[config.mk]
export PLATFORM = sky130hd
export DESIGN_NAME = rtc_trim_divider
export DESIGN_NICKNAME = d
export VERILOG_FILES = /design/src/rtl/rtd_pkg.sv /design/src/rtl/rtd_div_chain.sv /design/src/rtl/rtd_cal_sched.sv /design/src/rtl/rtd_pin_mux.sv /design/src/rtl/rtc_trim_divider.sv
export SDC_FILE = /design/constraint.sdc
export NUM_CORES = 1
export LEC_CHECK = 0
export CAP_MARGIN = 20
export CORE_MARGIN = 1.5
export CORE_UTILIZATION = 40
export CTS_CLUSTER_DIAMETER = 40
export DETAILED_ROUTE_END_ITERATION = 16
export DONT_BUFFER_PORTS = 1
export GPL_TIMING_DRIVEN = 1
export SLEW_MARGIN = 20
export SYNTH_ARGS = -nofsm -noshare
export SYNTH_HDL_FRONTEND = slang
export SYNTH_HIERARCHICAL = 1
export SYNTH_SLANG_ARGS = --single-unit
export TNS_END_PERCENT = 10
[constraint.sdc]
create_clock -name clk -period 8.45 [get_ports clk]
set_clock_uncertainty 0.15 [all_clocks]
set_input_delay 0 -clock clk [delete_from_list [all_inputs] [get_ports clk]]
set_output_delay 0 -clock clk [all_outputs]
set_load 0.02 [all_outputs]
[src/rtl/rtd_pkg.sv]
package rtd_pkg;

  // Kind of adjustment applied to the second currently being counted
  typedef enum logic [1:0] {
    CORR_NONE  = 2'd0,
    CORR_SHORT = 2'd1,
    CORR_LONG  = 2'd2
  } corr_e;

  // Calibration byte layout; field positions are part of the register contract
  typedef struct packed {
    logic       out_level;
    logic       freq_test;
    logic       sign;
    logic [4:0] mag;
  } cal_t;

  localparam int unsigned CAL_MAG_W = 5;

endpackage

[src/rtl/rtd_div_chain.sv]
module rtd_div_chain
  import rtd_pkg::*;
#(
  parameter int unsigned LOW_W  = 8,
  parameter int unsigned CHUNKS = 128
) (
  input  logic  clk,
  input  logic  rst_n,
  input  logic  osc_en,
  input  corr_e corr,
  output logic  sec_done,
  output logic  sec_tick,
  output logic  sq_out
);

  localparam int unsigned CH_W = $clog2(CHUNKS + 1);
  localparam logic [LOW_W-1:0] LOW_LAST  = '1;
  localparam logic [LOW_W-1:0] HALF_LAST = {1'b0, {(LOW_W-1){1'b1}}};
  localparam logic [CH_W-1:0]  CH_NOM    = CH_W'(CHUNKS - 1);
  localparam logic [CH_W-1:0]  CH_EXT    = CH_W'(CHUNKS);

  logic [LOW_W-1:0] low_q;
  logic [CH_W-1:0]  chunk_q;
  logic [LOW_W-1:0] low_end;
  logic [CH_W-1:0]  chunk_end;
  logic             low_wrap;

  // First chunk of a shortened second is split in half; a lengthened
  // second gets one extra full chunk.
  always_comb begin
    low_end   = LOW_LAST;
    chunk_end = CH_NOM;
    if (corr == CORR_SHORT && chunk_q == '0) begin
      low_end = HALF_LAST;
    end
    if (corr == CORR_LONG) begin
      chunk_end = CH_EXT;
    end
  end

  assign low_wrap = osc_en && (low_q == low_end);
  assign sec_done = low_wrap && (chunk_q == chunk_end);
  assign sq_out   = low_q[LOW_W-1];

  always_ff @(posedge clk or negedge rst_n) begin
    if (!rst_n) begin
      low_q <= '0;
    end else if (osc_en) begin
      low_q <= low_wrap ? '0 : low_q + 1'b1;
    end
  end

  always_ff @(posedge clk or negedge rst_n) begin
    if (!rst_n) begin
      chunk_q <= '0;
    end else if (low_wrap) begin
      chunk_q <= sec_done ? '0 : chunk_q + 1'b1;
    end
  end

  always_ff @(posedge clk or negedge rst_n) begin
    if (!rst_n) begin
      sec_tick <= 1'b0;
    end else begin
      sec_tick <= sec_done;
    end
  end

  AST_TICK_SINGLE: assert property (@(posedge clk) disable iff (!rst_n)
    sec_tick |=> !sec_tick);

  AST_IDLE_HOLD: assert property (@(posedge clk) disable iff (!rst_n)
    !osc_en |=> ($stable(low_q) && $stable(chunk_q)));

endmodule

[src/rtl/rtd_cal_sched.sv]
module rtd_cal_sched
  import rtd_pkg::*;
#(
  parameter int unsigned SECS_PER_MIN  = 60,
  parameter int unsigned MIN_PER_CYCLE = 64
) (
  input  logic                             clk,
  input  logic                             rst_n,
  input  logic                             sec_done,
  input  logic [CAL_MAG_W-1:0]             mag,
  input  logic                             sign,
  output corr_e                            corr,
  output logic [$clog2(MIN_PER_CYCLE)-1:0] minute_idx
);

  localparam int unsigned SEC_W = $clog2(SECS_PER_MIN);
  localparam int unsigned MIN_W = $clog2(MIN_PER_CYCLE);
  localparam logic [SEC_W-1:0] SEC_LAST = SEC_W'(SECS_PER_MIN - 1);
  localparam logic [MIN_W-1:0] MIN_LAST = MIN_W'(MIN_PER_CYCLE - 1);
  localparam int unsigned MAX_ELIG = 2 * ((1 << CAL_MAG_W) - 1);

  logic [SEC_W-1:0]     sec_q;
  logic [MIN_W-1:0]     minute_q;
  logic [CAL_MAG_W-1:0] mag_q;
  logic                 sign_q;
  logic                 min_end;

  assign min_end    = sec_done && (sec_q == SEC_LAST);
  assign minute_idx = minute_q;

  always_ff @(posedge clk or negedge rst_n) begin
    if (!rst_n) begin
      sec_q <= '0;
    end else if (sec_done) begin
      sec_q <= (sec_q == SEC_LAST) ? '0 : sec_q + 1'b1;
    end
  end

  // Minute counter and calibration capture share the minute boundary
  always_ff @(posedge clk or negedge rst_n) begin
    if (!rst_n) begin
      minute_q <= '0;
      mag_q    <= '0;
      sign_q   <= 1'b0;
    end else if (min_end) begin
      minute_q <= (minute_q == MIN_LAST) ? '0 : minute_q + 1'b1;
      mag_q    <= mag;
      sign_q   <= sign;
    end
  end

  always_comb begin
    corr = CORR_NONE;
    if (sec_q == '0 && (int'(minute_q) < 2 * int'(mag_q))) begin
      corr = sign_q ? CORR_SHORT : CORR_LONG;
    end
  end

  AST_MINUTE_WRAP: assert property (@(posedge clk) disable iff (!rst_n)
    (min_end && minute_q == MIN_LAST) |=> (minute_q == '0));

  AST_CAL_HOLD: assert property (@(posedge clk) disable iff (!rst_n)
    !min_end |=> ($stable(mag_q) && $stable(sign_q)));

  AST_LATE_CLEAN: assert property (@(posedge clk) disable iff (!rst_n)
    (int'(minute_q) >= int'(MAX_ELIG)) |-> (corr == CORR_NONE));

  AST_ZERO_MAG: assert property (@(posedge clk) disable iff (!rst_n)
    (mag_q == '0) |-> (corr == CORR_NONE));

endmodule

[src/rtl/rtd_pin_mux.sv]
module rtd_pin_mux (
  input  logic freq_test,
  input  logic out_level,
  input  logic sq_in,
  output logic out_pin
);

  always_comb begin
    if (freq_test) begin
      out_pin = sq_in;
    end else begin
      out_pin = out_level;
    end
  end

endmodule

[src/rtl/rtc_trim_divider.sv]
module rtc_trim_divider
  import rtd_pkg::*;
#(
  parameter int unsigned LOW_W        = 8,
  parameter int unsigned CHUNKS       = 128,
  parameter int unsigned SECS_PER_MIN = 60
) (
  input  logic       clk,
  input  logic       rst_n,
  input  logic       osc_en,
  input  logic [7:0] cal_reg,
  output logic       sec_tick,
  output logic [5:0] minute_idx,
  output logic       out_pin
);

  localparam int unsigned CYCLE_MIN = 64;

  cal_t  cal;
  corr_e corr;
  logic  sec_done;
  logic  sq;

  assign cal = cal_t'(cal_reg);

  rtd_div_chain #(
    .LOW_W  (LOW_W),
    .CHUNKS (CHUNKS)
  ) u_div (
    .clk      (clk),
    .rst_n    (rst_n),
    .osc_en   (osc_en),
    .corr     (corr),
    .sec_done (sec_done),
    .sec_tick (sec_tick),
    .sq_out   (sq)
  );

  rtd_cal_sched #(
    .SECS_PER_MIN  (SECS_PER_MIN),
    .MIN_PER_CYCLE (CYCLE_MIN)
  ) u_sched (
    .clk        (clk),
    .rst_n      (rst_n),
    .sec_done   (sec_done),
    .mag        (cal.mag),
    .sign       (cal.sign),
    .corr       (corr),
    .minute_idx (minute_idx)
  );

  rtd_pin_mux u_pin (
    .freq_test (cal.freq_test),
    .out_level (cal.out_level),
    .sq_in     (sq),
    .out_pin   (out_pin)
  );

  AST_RESET_QUIET: assert property (@(posedge clk)
    $rose(rst_n) |-> (!sec_tick && minute_idx == 6'd0));

endmodule

Word-level counts from Yosys, hierarchy flattened
Cells that the tools add are included.
Widths: inputs -> output; s select.
{"block": "word_totals", "word_cells": 34, "inputBits": 11, "register_bits": 35, "output_inout_bits": 8}
{"block": "classes", "n_addsub": 4, "n_reduce_logical": 7, "n_eq_ne": 6, "mux": 9, "magnitude_cmp": 1}
{"operator": "$mux 8", "n": 4}
{"operator": "$add 8x1->8 const B", "n": 2}
{"operator": "$eq 8x8->1", "n": 2}
{"operator": "$add 6x1->6 const B", "n": 2}
{"operator": "$eq 6x6->1 const B", "n": 2}
{"operator": "$mux 6", "n": 2}
{"operator": "$logic_not 8->1", "n": 1}
{"operator": "$logic_not 6->1", "n": 1}
{"operator": "$lt 6x6->1", "n": 1}
{"operator": "$logic_and 1x1->1", "n": 5}
{"operator": "$mux 2", "n": 2}
{"operator": "$eq 2x1->1 const B", "n": 1}
{"operator": "$eq 2x2->1 const B", "n": 1}
{"operator": "$mux 1", "n": 1}

Longest topological paths before layout
{"block": "logic_depth", "depth_word": 10, "depth_mapped": 14, "mapped_depth_nobuf": 12}

Modules after synthesis
The synthesis kept the hierarchy.
{"mod": "rtd_cal_sched", "n_inst": 1, "area_each_um2": 1009.7, "seq_area_each_um2": 450.4, "cells_per_inst": 91}
{"mod": "rtd_div_chain", "n_inst": 1, "area_each_um2": 930.9, "seq_area_each_um2": 425.4, "cells_per_inst": 94}
{"mod": "rtd_pin_mux", "n_inst": 1, "area_each_um2": 15.0, "seq_area_each_um2": 0.0, "cells_per_inst": 1}

Worst setup path after synthesis
OpenSTA, ideal clock, no wires.
{"block": "synth_timing", "path_type": "reg2reg", "start": "register u_sched.minute_q[5], in the netlist u_sched/minute_idx[5]", "end": "register u_sched.mag_q[0]", "setup_ns": 0.125, "path_slack_ns": 4.859, "stages_incl_launch_ff": 14, "t_required_ns": 8.175, "period_less_slack_ns": 3.591, "arrival_ns": 3.316, "path_buffers": 2, "path_cell_list": "dfrtp_1 > ha_1 > a211oi_1 > nand2_1 > a211oi_1 > or4b_2 > nor3_1 > o22ai_1 > nor2_1 > buf_4 > nand2_1 > nor3_4 > buf_6 > mux2_4"}
{"block": "synth_between", "elab_chain_len": 10, "word_cells_on_any_way": 13, "classes_between": "1 x order compare; 4 x eq/ne; 3 x mux; 5 x reduce/logical"}
{"element": "start, declared", "line_no": "rtd_cal_sched.sv:23", "source": "logic [MIN_W-1:0] minute_q;"}
{"element": "start signal, assigned", "line_no": "rtd_cal_sched.sv:46", "source": "minute_q <= (minute_q == MIN_LAST) ? '0 : minute_q + 1'b1;"}
{"element": "$lt 6x6->1 (*)", "line_no": "rtd_cal_sched.sv:54", "source": "if (sec_q == '0 && (int'(minute_q) < 2 * int'(mag_q))) begin"}
{"element": "$logic_and 1x1->1 (*)", "line_no": "rtd_cal_sched.sv:54"}
{"element": "$mux 2 (*)", "line_no": "rtd_cal_sched.sv:54"}
{"element": "via corr[1]", "line_no": "rtc_trim_divider.sv:20", "source": "corr_e corr;"}
{"element": "$eq 2x1->1", "line_no": "rtd_div_chain.sv:33", "source": "if (corr == CORR_SHORT && chunk_q == '0) begin"}
{"element": "$logic_and 1x1->1", "line_no": "rtd_div_chain.sv:33"}
{"element": "$mux 8", "line_no": "rtd_div_chain.sv:33"}
{"element": "$eq 8x8->1", "line_no": "rtd_div_chain.sv:41", "source": "assign low_wrap = osc_en && (low_q == low_end);"}
{"element": "$logic_and 1x1->1", "line_no": "rtd_div_chain.sv:41"}
{"element": "$logic_and 1x1->1 (*)", "line_no": "rtd_div_chain.sv:42", "source": "assign sec_done = low_wrap && (chunk_q == chunk_end);"}
{"element": "via sec_done", "line_no": "rtc_trim_divider.sv:21", "source": "logic sec_done;"}
{"element": "$logic_and 1x1->1 (*)", "line_no": "rtd_cal_sched.sv:28", "source": "assign min_end = sec_done && (sec_q == SEC_LAST);"}
{"element": "end signal, assigned", "line_no": "rtd_cal_sched.sv:47", "source": "mag_q <= mag;"}
{"element": "end, declared", "line_no": "rtd_cal_sched.sv:24", "source": "logic [CAL_MAG_W-1:0] mag_q;"}
Mark *: on every way through the listed nets, which the timed path passes. The rest lies on a longest branch.
A chain may end at the register's enable or synchronous reset.

Final worst setup path
{"block": "layout_timing", "start": "register u_sched.minute_q[5], in the netlist u_sched/minute_idx[5]", "end": "register u_sched.mag_q[4]"}
Same word-level chain as after synthesis.

==> reports/qor.txt <==
status: completed
Critical Path AT: 4.43 ns
Synth Warn #: 6
number of diodes: 0
maxcap violations: 0
Ports: 19
Placed Cells: 250
setup repair bufs after CTS: 0
Psw: 89.2 uW
relative slew slack: 53.9%
initial antenna violation count: 0
Die Y: 72.9 um
clk root buf: clkbuf_8
CTS tree: built
switching power share of the total: 24.1%
unrepaired setup endpoints after global routing: no
H-tree levels: 2
Mean Syn Cell Area: 10.5 um^2
hold slack: 0.0139 ns
Num Clock Sinks: 35
dpl hpwl: 2710 um
register area share after synthesis: 44.8%
top cells by count, synth: dfrtp_1 (35), nand2_1 (19), nand3_1 (13)
gr usage total: 16.0%
sequential share of power: 54.6%
Worst VDD drop: 0.000120 V
Worst-Skew Late Latency: 0.27 ns
final worst path period share: 52.3%
PD cells: 167 mW/mm^2
die area: 0.00532 mm^2
startpoint types: flip-flop
Synth top area share: 44.8%
Area Overhead vs Synth: 13.4%
distinct cell type count after synthesis: 49
share of layout cells above drive strength 1: 14.5%
Main synth FF type: dfrtp_1
Finish-stage setup viols: 0
Final WS setup: 4.03 ns
Longest Clk Path Bufs: 2
Cells after Synth: 186
synth top area cells: dfrtp_1 (45%), ha_1 (6.4%), mux2_4 (5.4%), nand2_1 (3.6%), nand3_1 (3.3%)
Post-DRT Antenna Nets: 0
Post-synth EDFFs: 0
leakage power: 0.000923 uW
die width: 72.9 um
Gate power share: 10.4%
effective utilization at floorplan: 41.4%
first-pass iteration count of the detailed router: 4
initial DRC count: 96
syn nets: 207
first-pass GRT wire length: 6490 um
Async S/R FF share, synth: 100%
core box area: 0.00472 mm^2
Sum Neg Setup Slack: 0 ns
TritonCTS Buffers: 5
vias per cell: 5.41
number of fill cells: 454
post-route minimum period: 4.42 ns
Hold Crit Class: in2out
worst-path fanout max: 12
NumNets Final: 220
# DRC: 0
synthesized cell area: 0.00196 mm^2
number of global-route vias before repair: 1418
Hold Violations, Final: 0
grt ovf: 0
WS Path Type: reg2reg
Worst Tran Pin Value: 0.689 ns
Worst Path Required: 8.46 ns
port buffer count: 0
most frequent cell after synthesis: dfrtp_1
Final Max Tran Viols: 0
Int Power: 281 uW
# resized after CTS: 0
WL/cell: 14.0 um
flops & latches, synth: 35
total vias in the final route: 1444
Crit. End Element: flip-flop
routability congestion estimate: 0.867
final wirelength: 3730 um
fin cells: 267
Clock power frac: 35.0%
Clock Pin Slew Worst Setup and Hold Paths: 0.07 ns
Rows: 25
FMAX: 226 MHz
pre-CTS setup slack: 4.04 ns
Synth area leader: dfrtp_1
pin count of the biggest net entering global routing: 36
final core occ: 46.9%
[sequential cells by signal (all words and copies together) (netlist names)]
signal              count
u_sched/minute_idx      6
u_sched/mag_q           5
u_div/low_q             8
u_sched/sec_q           6
u_div/sec_tick          1
u_sched/sign_q          1
u_div/chunk_q           8
[cell families (layout without fill, tap and decap cells)]
logic type,after synthesis,in the layout,share of synthesized area (%)
compound gates,36,36,13.0
xor+xnor,9,9,4.03
fa+ha+maj,10,10,6.40
buf+inv,12,26,2.88
flops,35,35,44.8
mux,12,12,8.25
simple gates,72,72,20.7
[cell type report]
| type | instances | area (um^2) | share of cell area (%) |
|---|---|---|---|
| clock buffers | 8 | 100 | 4.51 |
| inverters | 9 | 33.8 | 1.52 |
| multi-input cells | 139 | 1020 | 46.2 |
| flip-flops and latches | 35 | 876 | 39.5 |
| well taps | 67 | 83.8 | 3.78 |
| repair buffers | 9 | 100 | 4.51 |
[placed cells by master (no fill, tap or decap), drive strengths merged, types with 3 or more instances in the layout]
cell,count
dfrtp,35
nand2,19
nand3,14
nor2,12
o21ai,12
mux2,12
ha,10
inv,9
dlygate4sd3,8
clkbuf,8
xnor2,6
nand4,4
a31oi,4
nor3,4
and3,4
xor2,3
a21oi,3
nor4,3
[critical path: stages, from the launching register on]
cell	delay, ns
dfrtp_1	0.50
ha_1	0.36
a211oi_1	0.31
nand2_1	0.10
a211oi_1	0.31
or4b_2	0.64
nor3_1	0.17
o22ai_1	0.18
nor2_1	0.43
nand2_1	0.19
nor3_4	0.56
mux2_2	0.41
[layer usage]
layer	up-vias	part of all wire (%)	global-route usage, %
li1	704	-	-
met1	699	48	20.8
met2	37	47	26.0
met3	4	4.5	4.01
met4	0	0.81	5.45
met5	-	0	0
[worst paths after layout]
check                                                  start                           end  cells after the start  slack [ns]
max reg2reg                u_sched/minute_idx[5]$_DFFE_PN0P_  u_sched/mag_q[4]$_DFFE_PN0P_                     11        4.03
max in group asynchronous                              rst_n  u_div/chunk_q[1]$_DFFE_PN0N_                      2        7.94
max                        u_sched/minute_idx[5]$_DFFE_PN0P_  u_sched/mag_q[4]$_DFFE_PN0P_                     11        4.03
min                                               cal_reg[7]                       out_pin                      1        0.01
min in group asynchronous                              rst_n  u_sched/sec_q[4]$_DFFE_PN0P_                      2        0.02
min reg2reg                       u_div/low_q[6]$_DFFE_PN0P_    u_div/low_q[6]$_DFFE_PN0P_                      1        0.35
[power by group through the flow]
stage | Sequential, uW | Clock, uW | Combinational, uW
after floorplan | 201 | 0 | 27.6
after global placement | 204 | 0 | 29.8
after detailed placement | 205 | 0 | 32.2
after CTS | 202 | 134 | 39.9
after global routing | 205 | 142 | 45.4
final | 202 | 130 | 38.7
[per-stage QoR]
stage	total power [uW]	cell area, um^2
5_1_grt	393	2220
4_1_cts	376	2220
3_3_place_gp	233	2020
3_5_place_dp	237	2020
2_1_floorplan	229	1960
6_report	370	2220
[repair_timing]
action                                  CTS  global route
endpoints found under the hold margin    48             0
hold buffers                              9             0
endpoints found under the setup margin    0             0
(Power assumes the default switching activity.)
